## src/rtl/idle_seq_pkg.sv

```systemverilog
package idle_seq_pkg;
  typedef enum logic [1:0] {
    M_STBY = 2'd0, M_RET = 2'd1, M_SPC = 2'd2, M_PC = 2'd3
  } mode_e;

  typedef enum logic [3:0] {
    S_RUN = 4'd0, S_GATE = 4'd1, S_VDN = 4'd2, S_PDN = 4'd3,
    S_WAIT = 4'd4, S_PUP = 4'd5, S_VUP = 4'd6, S_CACHE = 4'd7
  } st_e;

  localparam logic [1:0] A_MODE  = 2'd0;
  localparam logic [1:0] A_LIMIT = 2'd1;
  localparam logic [1:0] A_STAT  = 2'd2;

  function automatic logic cuts_power(input mode_e m);
    return (m == M_SPC) || (m == M_PC);
  endfunction

  function automatic logic is_ack_step(input st_e s);
    return (s == S_VDN) || (s == S_PDN) || (s == S_PUP) || (s == S_VUP);
  endfunction

  function automatic logic [7:0] pack_status(input st_e s, input mode_e m, input logic e);
    return {1'b0, e, m, s};
  endfunction
endpackage

```

## src/rtl/idle_seq_regs.sv

```systemverilog
module idle_seq_regs
  import idle_seq_pkg::*;
#(
  parameter int DW = 8,
  parameter int TW = 8,
  parameter logic [TW-1:0] LIMIT_RST = TW'(16)
) (
  input  logic          clk,
  input  logic          rst_n,
  input  logic          wr,
  input  logic [1:0]    addr,
  input  logic [DW-1:0] wdata,
  output logic [DW-1:0] rdata,
  input  logic          seq_done,
  input  mode_e         done_mode,
  input  st_e           st,
  input  logic          err_set,
  output mode_e         mode,
  output logic [TW-1:0] limit
);
  mode_e last_q;
  logic  err_q;

  always_ff @(posedge clk or negedge rst_n) begin
    if (!rst_n) begin
      mode   <= M_STBY;
      limit  <= LIMIT_RST;
      last_q <= M_STBY;
      err_q  <= 1'b0;
    end else begin
      if (err_set) err_q <= 1'b1;
      if (seq_done) begin
        mode   <= M_STBY;
        last_q <= done_mode;
      end else if (wr && addr == A_MODE) begin
        mode <= mode_e'(wdata[1:0]);
      end
      if (wr && addr == A_LIMIT) limit <= wdata[TW-1:0];
    end
  end

  always_comb begin
    unique case (addr)
      A_MODE:  rdata = DW'(mode);
      A_LIMIT: rdata = DW'(limit);
      A_STAT:  rdata = DW'(pack_status(st, last_q, err_q));
      default: rdata = '0;
    endcase
  end

  a_r9_err_sticky: assert property (@(posedge clk) disable iff (!rst_n)
    err_q |=> err_q);
  a_r7_mode_fallback: assert property (@(posedge clk) disable iff (!rst_n)
    seq_done |=> (mode == M_STBY));
endmodule

```

## src/rtl/idle_seq_timer.sv

```systemverilog
module idle_seq_timer #(
  parameter int TW = 8
) (
  input  logic          clk,
  input  logic          rst_n,
  input  logic          wait_en,
  input  logic          step,
  input  logic [TW-1:0] limit,
  output logic          tmo
);
  logic [TW-1:0] cnt;

  always_ff @(posedge clk or negedge rst_n) begin
    if (!rst_n)                cnt <= '0;
    else if (!wait_en || step) cnt <= '0;
    else                       cnt <= cnt + 1'b1;
  end

  assign tmo = wait_en && (cnt == limit);

  a_r9_idle_counter_clear: assert property (@(posedge clk) disable iff (!rst_n)
    !wait_en |=> (cnt == '0));
endmodule

```

## src/rtl/idle_seq_fsm.sv

```systemverilog
module idle_seq_fsm
  import idle_seq_pkg::*;
(
  input  logic  clk,
  input  logic  rst_n,
  input  logic  wfi,
  input  logic  wake_irq,
  input  mode_e mode,
  input  logic  vret_ack,
  input  logic  pwr_ack,
  input  logic  cache_lp_ack,
  input  logic  tmo,
  output st_e   st,
  output mode_e cur_mode,
  output logic  wait_en,
  output logic  step,
  output logic  seq_done,
  output logic  err_set,
  output logic  clk_gate,
  output logic  vret_req,
  output logic  pwr_en,
  output logic  core_rst,
  output logic  cache_lp_req,
  output logic  deep_ok
);
  st_e  nxt;
  logic did_cut;
  logic ack_ok;

  always_comb begin
    unique case (st)
      S_VDN:   ack_ok = vret_ack;
      S_PDN:   ack_ok = !pwr_ack;
      S_PUP:   ack_ok = pwr_ack;
      S_VUP:   ack_ok = !vret_ack;
      default: ack_ok = 1'b0;
    endcase
  end

  always_comb begin
    nxt = st;
    unique case (st)
      S_RUN:   if (wfi) nxt = S_GATE;
      S_GATE:
        if (wake_irq)                nxt = S_CACHE;
        else if (cur_mode == M_RET)  nxt = S_VDN;
        else if (cuts_power(cur_mode)) nxt = S_PDN;
        else                         nxt = S_WAIT;
      S_VDN:   if (wake_irq) nxt = S_VUP; else if (ack_ok || tmo) nxt = S_WAIT;
      S_PDN:   if (wake_irq) nxt = S_PUP; else if (ack_ok || tmo) nxt = S_WAIT;
      S_WAIT:
        if (wake_irq) begin
          if (cur_mode == M_RET) nxt = S_VUP;
          else if (did_cut)      nxt = S_PUP;
          else                   nxt = S_CACHE;
        end
      S_PUP:   if (ack_ok || tmo) nxt = S_CACHE;
      S_VUP:   if (ack_ok || tmo) nxt = S_CACHE;
      S_CACHE: if (!cache_lp_ack) nxt = S_RUN;
      default: nxt = S_RUN;
    endcase
  end

  always_ff @(posedge clk or negedge rst_n) begin
    if (!rst_n) begin
      st       <= S_RUN;
      cur_mode <= M_STBY;
      did_cut  <= 1'b0;
    end else begin
      st <= nxt;
      if (st == S_RUN && wfi) cur_mode <= mode;
      if (nxt == S_PDN) did_cut <= 1'b1;
      else if (seq_done) did_cut <= 1'b0;
    end
  end

  assign wait_en      = is_ack_step(st);
  assign step         = (nxt != st);
  assign seq_done     = (st == S_CACHE) && !cache_lp_ack;
  assign err_set      = tmo && !ack_ok;
  assign clk_gate     = (st != S_RUN);
  assign cache_lp_req = (st == S_GATE) || (st == S_VDN) || (st == S_PDN) || (st == S_WAIT);
  assign vret_req     = (cur_mode == M_RET) && ((st == S_VDN) || (st == S_WAIT));
  assign pwr_en       = !(did_cut && ((st == S_PDN) || (st == S_WAIT)));
  assign core_rst     = did_cut;
  assign deep_ok      = (st == S_WAIT) && (cur_mode == M_PC);

  a_r1_wfi_only: assert property (@(posedge clk) disable iff (!rst_n)
    (st == S_RUN && !wfi) |=> (st == S_RUN));
  a_r2_wait_for_irq: assert property (@(posedge clk) disable iff (!rst_n)
    (st == S_WAIT && !wake_irq) |=> (st == S_WAIT));
  a_r3_cache_out_first: assert property (@(posedge clk) disable iff (!rst_n)
    $fell(clk_gate) |-> !cache_lp_ack);
  a_r4_supply_back_first: assert property (@(posedge clk) disable iff (!rst_n)
    $fell(clk_gate) |-> (pwr_en && !vret_req));
  a_r5_reset_only_gated: assert property (@(posedge clk) disable iff (!rst_n)
    core_rst |-> clk_gate);
  a_r6_deep_only_off: assert property (@(posedge clk) disable iff (!rst_n)
    deep_ok |-> !pwr_en);
  a_r8_abort_unwinds: assert property (@(posedge clk) disable iff (!rst_n)
    (st == S_VDN && wake_irq) |=> (st == S_VUP));
endmodule

```

## src/rtl/idle_seq.sv

```systemverilog
module idle_seq
  import idle_seq_pkg::*;
#(
  parameter int DW = 8,
  parameter int TW = 8,
  parameter logic [TW-1:0] LIMIT_RST = TW'(16)
) (
  input  logic          clk,
  input  logic          rst_n,
  input  logic          wfi,
  input  logic          wake_irq,
  input  logic          reg_wr,
  input  logic [1:0]    reg_addr,
  input  logic [DW-1:0] reg_wdata,
  output logic [DW-1:0] reg_rdata,
  output logic          clk_gate,
  output logic          vret_req,
  input  logic          vret_ack,
  output logic          pwr_en,
  input  logic          pwr_ack,
  output logic          core_rst,
  output logic          cache_lp_req,
  input  logic          cache_lp_ack,
  output logic          deep_ok
);
  mode_e         mode, cur_mode;
  st_e           st;
  logic [TW-1:0] limit;
  logic          wait_en, step, tmo, seq_done, err_set;

  idle_seq_regs #(.DW(DW), .TW(TW), .LIMIT_RST(LIMIT_RST)) u_regs (
    .clk(clk), .rst_n(rst_n), .wr(reg_wr), .addr(reg_addr), .wdata(reg_wdata),
    .rdata(reg_rdata), .seq_done(seq_done), .done_mode(cur_mode), .st(st),
    .err_set(err_set), .mode(mode), .limit(limit)
  );

  idle_seq_timer #(.TW(TW)) u_timer (
    .clk(clk), .rst_n(rst_n), .wait_en(wait_en), .step(step), .limit(limit), .tmo(tmo)
  );

  idle_seq_fsm u_fsm (
    .clk(clk), .rst_n(rst_n), .wfi(wfi), .wake_irq(wake_irq), .mode(mode),
    .vret_ack(vret_ack), .pwr_ack(pwr_ack), .cache_lp_ack(cache_lp_ack), .tmo(tmo),
    .st(st), .cur_mode(cur_mode), .wait_en(wait_en), .step(step),
    .seq_done(seq_done), .err_set(err_set), .clk_gate(clk_gate),
    .vret_req(vret_req), .pwr_en(pwr_en), .core_rst(core_rst),
    .cache_lp_req(cache_lp_req), .deep_ok(deep_ok)
  );
endmodule

```

## config.mk

```make
export PLATFORM = sky130hd
export DESIGN_NAME = idle_seq
export DESIGN_NICKNAME = d
export VERILOG_FILES = /design/src/rtl/idle_seq_pkg.sv /design/src/rtl/idle_seq_regs.sv /design/src/rtl/idle_seq_timer.sv /design/src/rtl/idle_seq_fsm.sv /design/src/rtl/idle_seq.sv
export SDC_FILE = /design/constraint.sdc
export NUM_CORES = 1
export LEC_CHECK = 0
export BUFFER_PORTS_ARGS = -buffer_cell sky130_fd_sc_hd__buf_2
export CORE_MARGIN = 2
export CORE_UTILIZATION = 55
export DETAILED_ROUTE_END_ITERATION = 8
export PLACE_DENSITY = 0.79
export SYNTH_ARGS = -nofsm -noshare
export SYNTH_HDL_FRONTEND = slang
export SYNTH_SLANG_ARGS = --single-unit
```

## constraint.sdc

```tcl
create_clock -name clk -period 2.8 [get_ports clk]
set_clock_uncertainty 0.15 [all_clocks]
set_input_delay 0.14 -clock clk [delete_from_list [all_inputs] [get_ports clk]]
set_output_delay 0.14 -clock clk [all_outputs]
set_load 0.02 [all_outputs]
```

Yosys cells after proc, flatten, opt, wreduce, memory -nomap -nowiden. Cells that the tools add are included. Widths: inputs -> output; s select.

Output and inout port bits: 14. Register bits after elaboration: 28. Logic and storage cells: 76.

Equality and inequality tests: 15. Multiplexer cells: 20. Add/sub/neg operators: 1. Reduce and logical (&&, ||, !) cells: 32.

Operators with widths (number): $mux 4 (10); $pmux 4 s7 (1); $pmux 8 s3 (1); $eq 4x3->1 const B (4); $eq 4x2->1 const B (3); $logic_or 1x1->1 (11); $logic_and 1x1->1 (9); $add 8x1->8 const B (1); $eq 8x8->1 (1); $mux 8 (1); $eq 2x2->1 const B (3); $logic_not 1->1 (6); $mux 2 (3); $eq 2x1->1 const B (2); $eq 4x1->1 const B (1); $logic_not 4->1 (1); $ne 4x4->1 (1); $pmux 1 s4 (1); $reduce_bool 2->1 (2); $reduce_bool 4->1 (1); $mux 3 (1); $logic_not 2->1 (1); $mux 1 (2); $reduce_or 2->1 (1).

Depth between registers and ports, before layout.
Depth in word-level cells: 12. Gate-level depth with buffers: 7. Mapped depth without buffers: 6.

Hierarchy. From an unflattened synthesis, not the netlist that was laid out.

Cells, all modules: 190. Area total of the unflattened synthesis: 1864.3 µm².

By module, submodules not included: idle_seq_fsm (instances 1, area an instance 789.5 µm², cells an instance 97); idle_seq_regs (instances 1, area an instance 625.6 µm², cells an instance 45); idle_seq_timer (instances 1, area an instance 449.2 µm², cells an instance 48).

Worst setup path after synthesis. No wires, ideal clock.

Path kind: flip-flop to flip-flop. From: reg u_fsm.st[1]. To: reg u_timer.cnt[2]. Required time: 2.527 ns. Period minus slack after synthesis: 2.127 ns. Arrival: 1.854 ns. Cell stages (with the launch flop): 7. Slack: 0.673 ns. Cell sequence: dfrtp_1 > nand3b_1 > a211o_1 > or3_1 > a221o_1 > nand4_2 > nor2_1.

Word-level cells in the longest chain between the ends: 12. Elaborated cells between the ends (all ways): 27.

Ends and longest elaborated chain: start: declaration (RTL line idle_seq_fsm.sv:13) `output st_e st,`; start signal: assignment (RTL line idle_seq_fsm.sv:70) `st <= nxt;`; $eq 4x2->1 (RTL line idle_seq_pkg.sv:20, idle_seq_fsm.sv:31, idle_seq_fsm.sv:42); $logic_or 1x1->1 (3 in series) (RTL line idle_seq_pkg.sv:20) `return (s == S_VDN) || (s == S_PDN) || (s == S_PUP) || (s == S_VUP);`; $logic_and 1x1->1 (RTL line idle_seq_timer.sv:19) `assign tmo = wait_en && (cnt == limit);`; $logic_or 1x1->1; $mux 4 (RTL line idle_seq_fsm.sv:49, idle_seq_fsm.sv:50); $mux 4, on equally long branches (RTL line idle_seq_fsm.sv:50, idle_seq_fsm.sv:49); $pmux 4 s7 (RTL line idle_seq_fsm.sv:42) `unique case (st)`; $ne 4x4->1 (RTL line idle_seq_fsm.sv:78) `assign step = (nxt != st);`; $logic_or 1x1->1 * (RTL line idle_seq_timer.sv:15) `else if (!wait_en || step) cnt <= '0;`; $mux 8 * (RTL line idle_seq_timer.sv:15); end signal: assignment (RTL line idle_seq_timer.sv:16) `else cnt <= cnt + 1'b1;`; end: declaration (RTL line idle_seq_timer.sv:11) `logic [TW-1:0] cnt;`.

Mark *: on every way between the ends. The rest lies on a longest branch, timed or not. A chain may end at the register's enable or synchronous reset.

Worst setup path in the final report.
From: reg u_fsm.st[0]. To: out pwr_en.

Word-level cells in the longest chain between the ends: 4. Elaborated cells between the ends (all ways): 5.

Ends and longest elaborated chain: $eq 4x2->1 or $eq 4x3->1 (tied branches) (RTL line idle_seq_fsm.sv:84) `assign pwr_en = !(did_cut && ((st == S_PDN) || (st == S_WAIT)));`; $logic_or 1x1->1 * (RTL line idle_seq_fsm.sv:84); $logic_and 1x1->1 * (RTL line idle_seq_fsm.sv:84); $logic_not 1->1 * (RTL line idle_seq_fsm.sv:84); end: declaration (RTL line idle_seq.sv:19) `output logic pwr_en,`.

Marked as above.

==> metrics.csv <==
metric,value,unit
"Arr. time, crit path",2.21,ns
vias in the first global route,1582,
final worst slack,0.298,ns
most frequent cells after synthesis,"27 x dfrtp_1, 15 x nor2_1, 12 x mux2_2",
Initial Utilization,58.5,%
TNS Setup,0,ns
nets@finish,245,
RSZ-0062 raised after global routing,no,
largest net degree at the start of global routing,29,
gr ovfl total,0,
Setup crit start kind,flip-flop,
DRC Markers,0,
Layout fillers,260,
Synth Flop Type,dfrtp_1,
count of non-filler cells in the finished layout,269,
peak supply drop,0.419,mV
hold_ws,0.0683,ns
final hold viol count,0,
Core Footprint,3080,µm²
hpwl dp,3.07,mm
Rows,20,
Placer Congestion,0.841,
"Seq/Total Area, Yosys",39.0,%
layout cells sized above 1,24.0,%
Ant. Diodes,0,
Synth-to-Final Area Change,17.6,%
Hold WC Path Type,in -> reg,
synth warn,0,
CTS tree,yes,
first-pass GRT wire length,7.40,mm
H-tree levels,1,
Final Cell Area,2120,µm²
Mapped Area,1800,µm²
ANT nets after route,0,
cts repair resizes,0,
crit path kind,reg -> out,
clk_lat worst skew,0.32,ns
CP endpoint kind,output port,
Chip Width,61.2,µm
worst-path fanout max,13,
final core occ,68.9,%
Slew @ Worst Pin,0.679,ns
share of the synthesized area in the top cell type,37.5,%
First DRT Iteration DRCs,150,
final wirelength,4.25,mm
max-slew violation count,0,
"Distinct cells, synth",51,
Placed Area,1990,µm²
dpl cells,256,
Leakage,0.921,nW
die area,3750,µm²
CTS Buf Count,3,
CP peak stage delay,0.55,ns
via total after detailed routing,1580,
Peak Freq,400,MHz
overall routing resource usage,26.5,%
initial antenna violation count,0,
CP Data Required Time,2.51,ns
"Net Count, Synth",207,
fin crit share,89.4,%
number of synthesized flops with an enable pin,0,
final setup vio count,0,
CTS Buffer Depth,2,
post-CTS setup repair buffer count,0,
Num Clock Sinks,28,
clk slew on worst S/H paths,0.13,ns
overall power,1.47,mW
#FFs+latches synth,28,
drt pass-1 iters,4,
maximum capacitance violations,0,
WL/cell,15.8,µm
multi-input combinational cell area,1040,µm²
fin crit period,2.50,ns
crit-path cells,buf_4 > nor2_1 > a21oi_1 > or3b_2 > buf_2,
Die Ht,61.2,µm
share of flip-flops with an asynchronous set or reset,100,%
"Avg Cell Area, Syn",9.58,µm²
slowest stage cell on the critical path,dfrtp_1,
status,finished clean,
most frequent cell after synthesis,dfrtp_1,
cell taking the most area after synthesis,dfrtp_1,
Setup WS pre-CTS,0.418,ns
CTS hold repair buffers,9,
Cells after Synth,188,
PD cells,695,nW/µm²
clock root cell,clkbuf_4,
Vias/cell,5.87,
top area cells in the synthesized netlist,"dfrtp_1 38%, mux2_2 7.5%, xnor2_1 4.9%",
Slew headroom,54.4,%
# IOs,32,
number of port buffers,31,
Sequential Area,702,µm²
[report_power, final]
part / internal (mW) / leakage (nW) / total (mW) / switching [mW]
clock network: 0.0795 / 0.0210 / 0.187 / 0.107
logic: 0.310 / 0.550 / 0.684 / 0.374
registers: 0.485 / 0.350 / 0.602 / 0.117
[cell type report]
cell class                 count  area share [%]
clock buffer                   4            1.71
inverter                       5           0.885
multi-input combinational    145            49.1
sequential                    28            33.1
tap                           44            2.60
timing repair buffer          43            12.6
[kinds of logic after synthesis]
family                   synth area share [%]
AO/OA/AOI/OAI                            16.4
multiplexers                             10.3
XOR/XNOR                                 7.78
flip-flops                               39.0
other                                   0.208
AND/OR/NAND/NOR                          22.4
adder cells (fa/ha/maj)                 0.694
buffers and inverters                    3.33
[layout by cell type, fill, tap and decap left out, drive strengths merged, types with 3 or more instances in the layout]
cell / n
xnor2: 10
nand3: 7
dlygate4sd3: 9
nand2: 7
a21o: 3
o21ai: 10
xor2: 6
a22o: 6
nor2b: 9
and3: 3
nor2: 15
nand4: 3
buf: 34
and2: 3
inv: 5
mux2i: 5
nand2b: 5
nor3: 4
a211o: 3
clkbuf: 4
dfrtp: 27
mux2: 12
[sequential cells by signal, summed over array words and instances (netlist names)]
register        flops
u_fsm.st            4
u_regs.mode         2
u_fsm.core_rst      1
u_regs.err_q        1
u_timer.cnt         8
u_regs.limit        8
u_fsm.cur_mode      2
u_regs.last_q       2
[final timing paths]
path / from / end / slack (ns) / cells after the start
max: u_fsm.st[0]$_DFF_PN0_ / pwr_en / 0.30 / 5
min: wfi / u_fsm.cur_mode[0]$_DFFE_PN0P_ / 0.07 / 3
max reg2reg: u_fsm.st[0]$_DFF_PN0_ / u_fsm.core_rst$_DFFE_PN0P_ / 0.36 / 6
min reg2reg: u_regs.err_q$_DFFE_PN0P_ / u_regs.err_q$_DFFE_PN0P_ / 0.37 / 1
max in group asynchronous: rst_n / u_regs.limit[0]$_DFFE_PN0P_ / 1.92 / 2
min in group asynchronous: rst_n / u_regs.mode[0]$_DFFE_PN0P_ / 0.19 / 2
[layer usage]
layer	global-route usage, %	wire length [µm]	vias up
met4	6.83	27	0
li1	-	-	755
met3	2.52	208	4
met2	45.0	2180	44
met5	0	0	-
met1	36.7	1830	777
[critical path, delay by kind of cell, from the launching register on]
kind / cells / cell delay [ns]
buf+inv: 2 / 0.41
compound gates: 1 / 0.12
simple gates: 2 / 0.82
flops: 1 / 0.55
(Power assumes the default switching activity.)
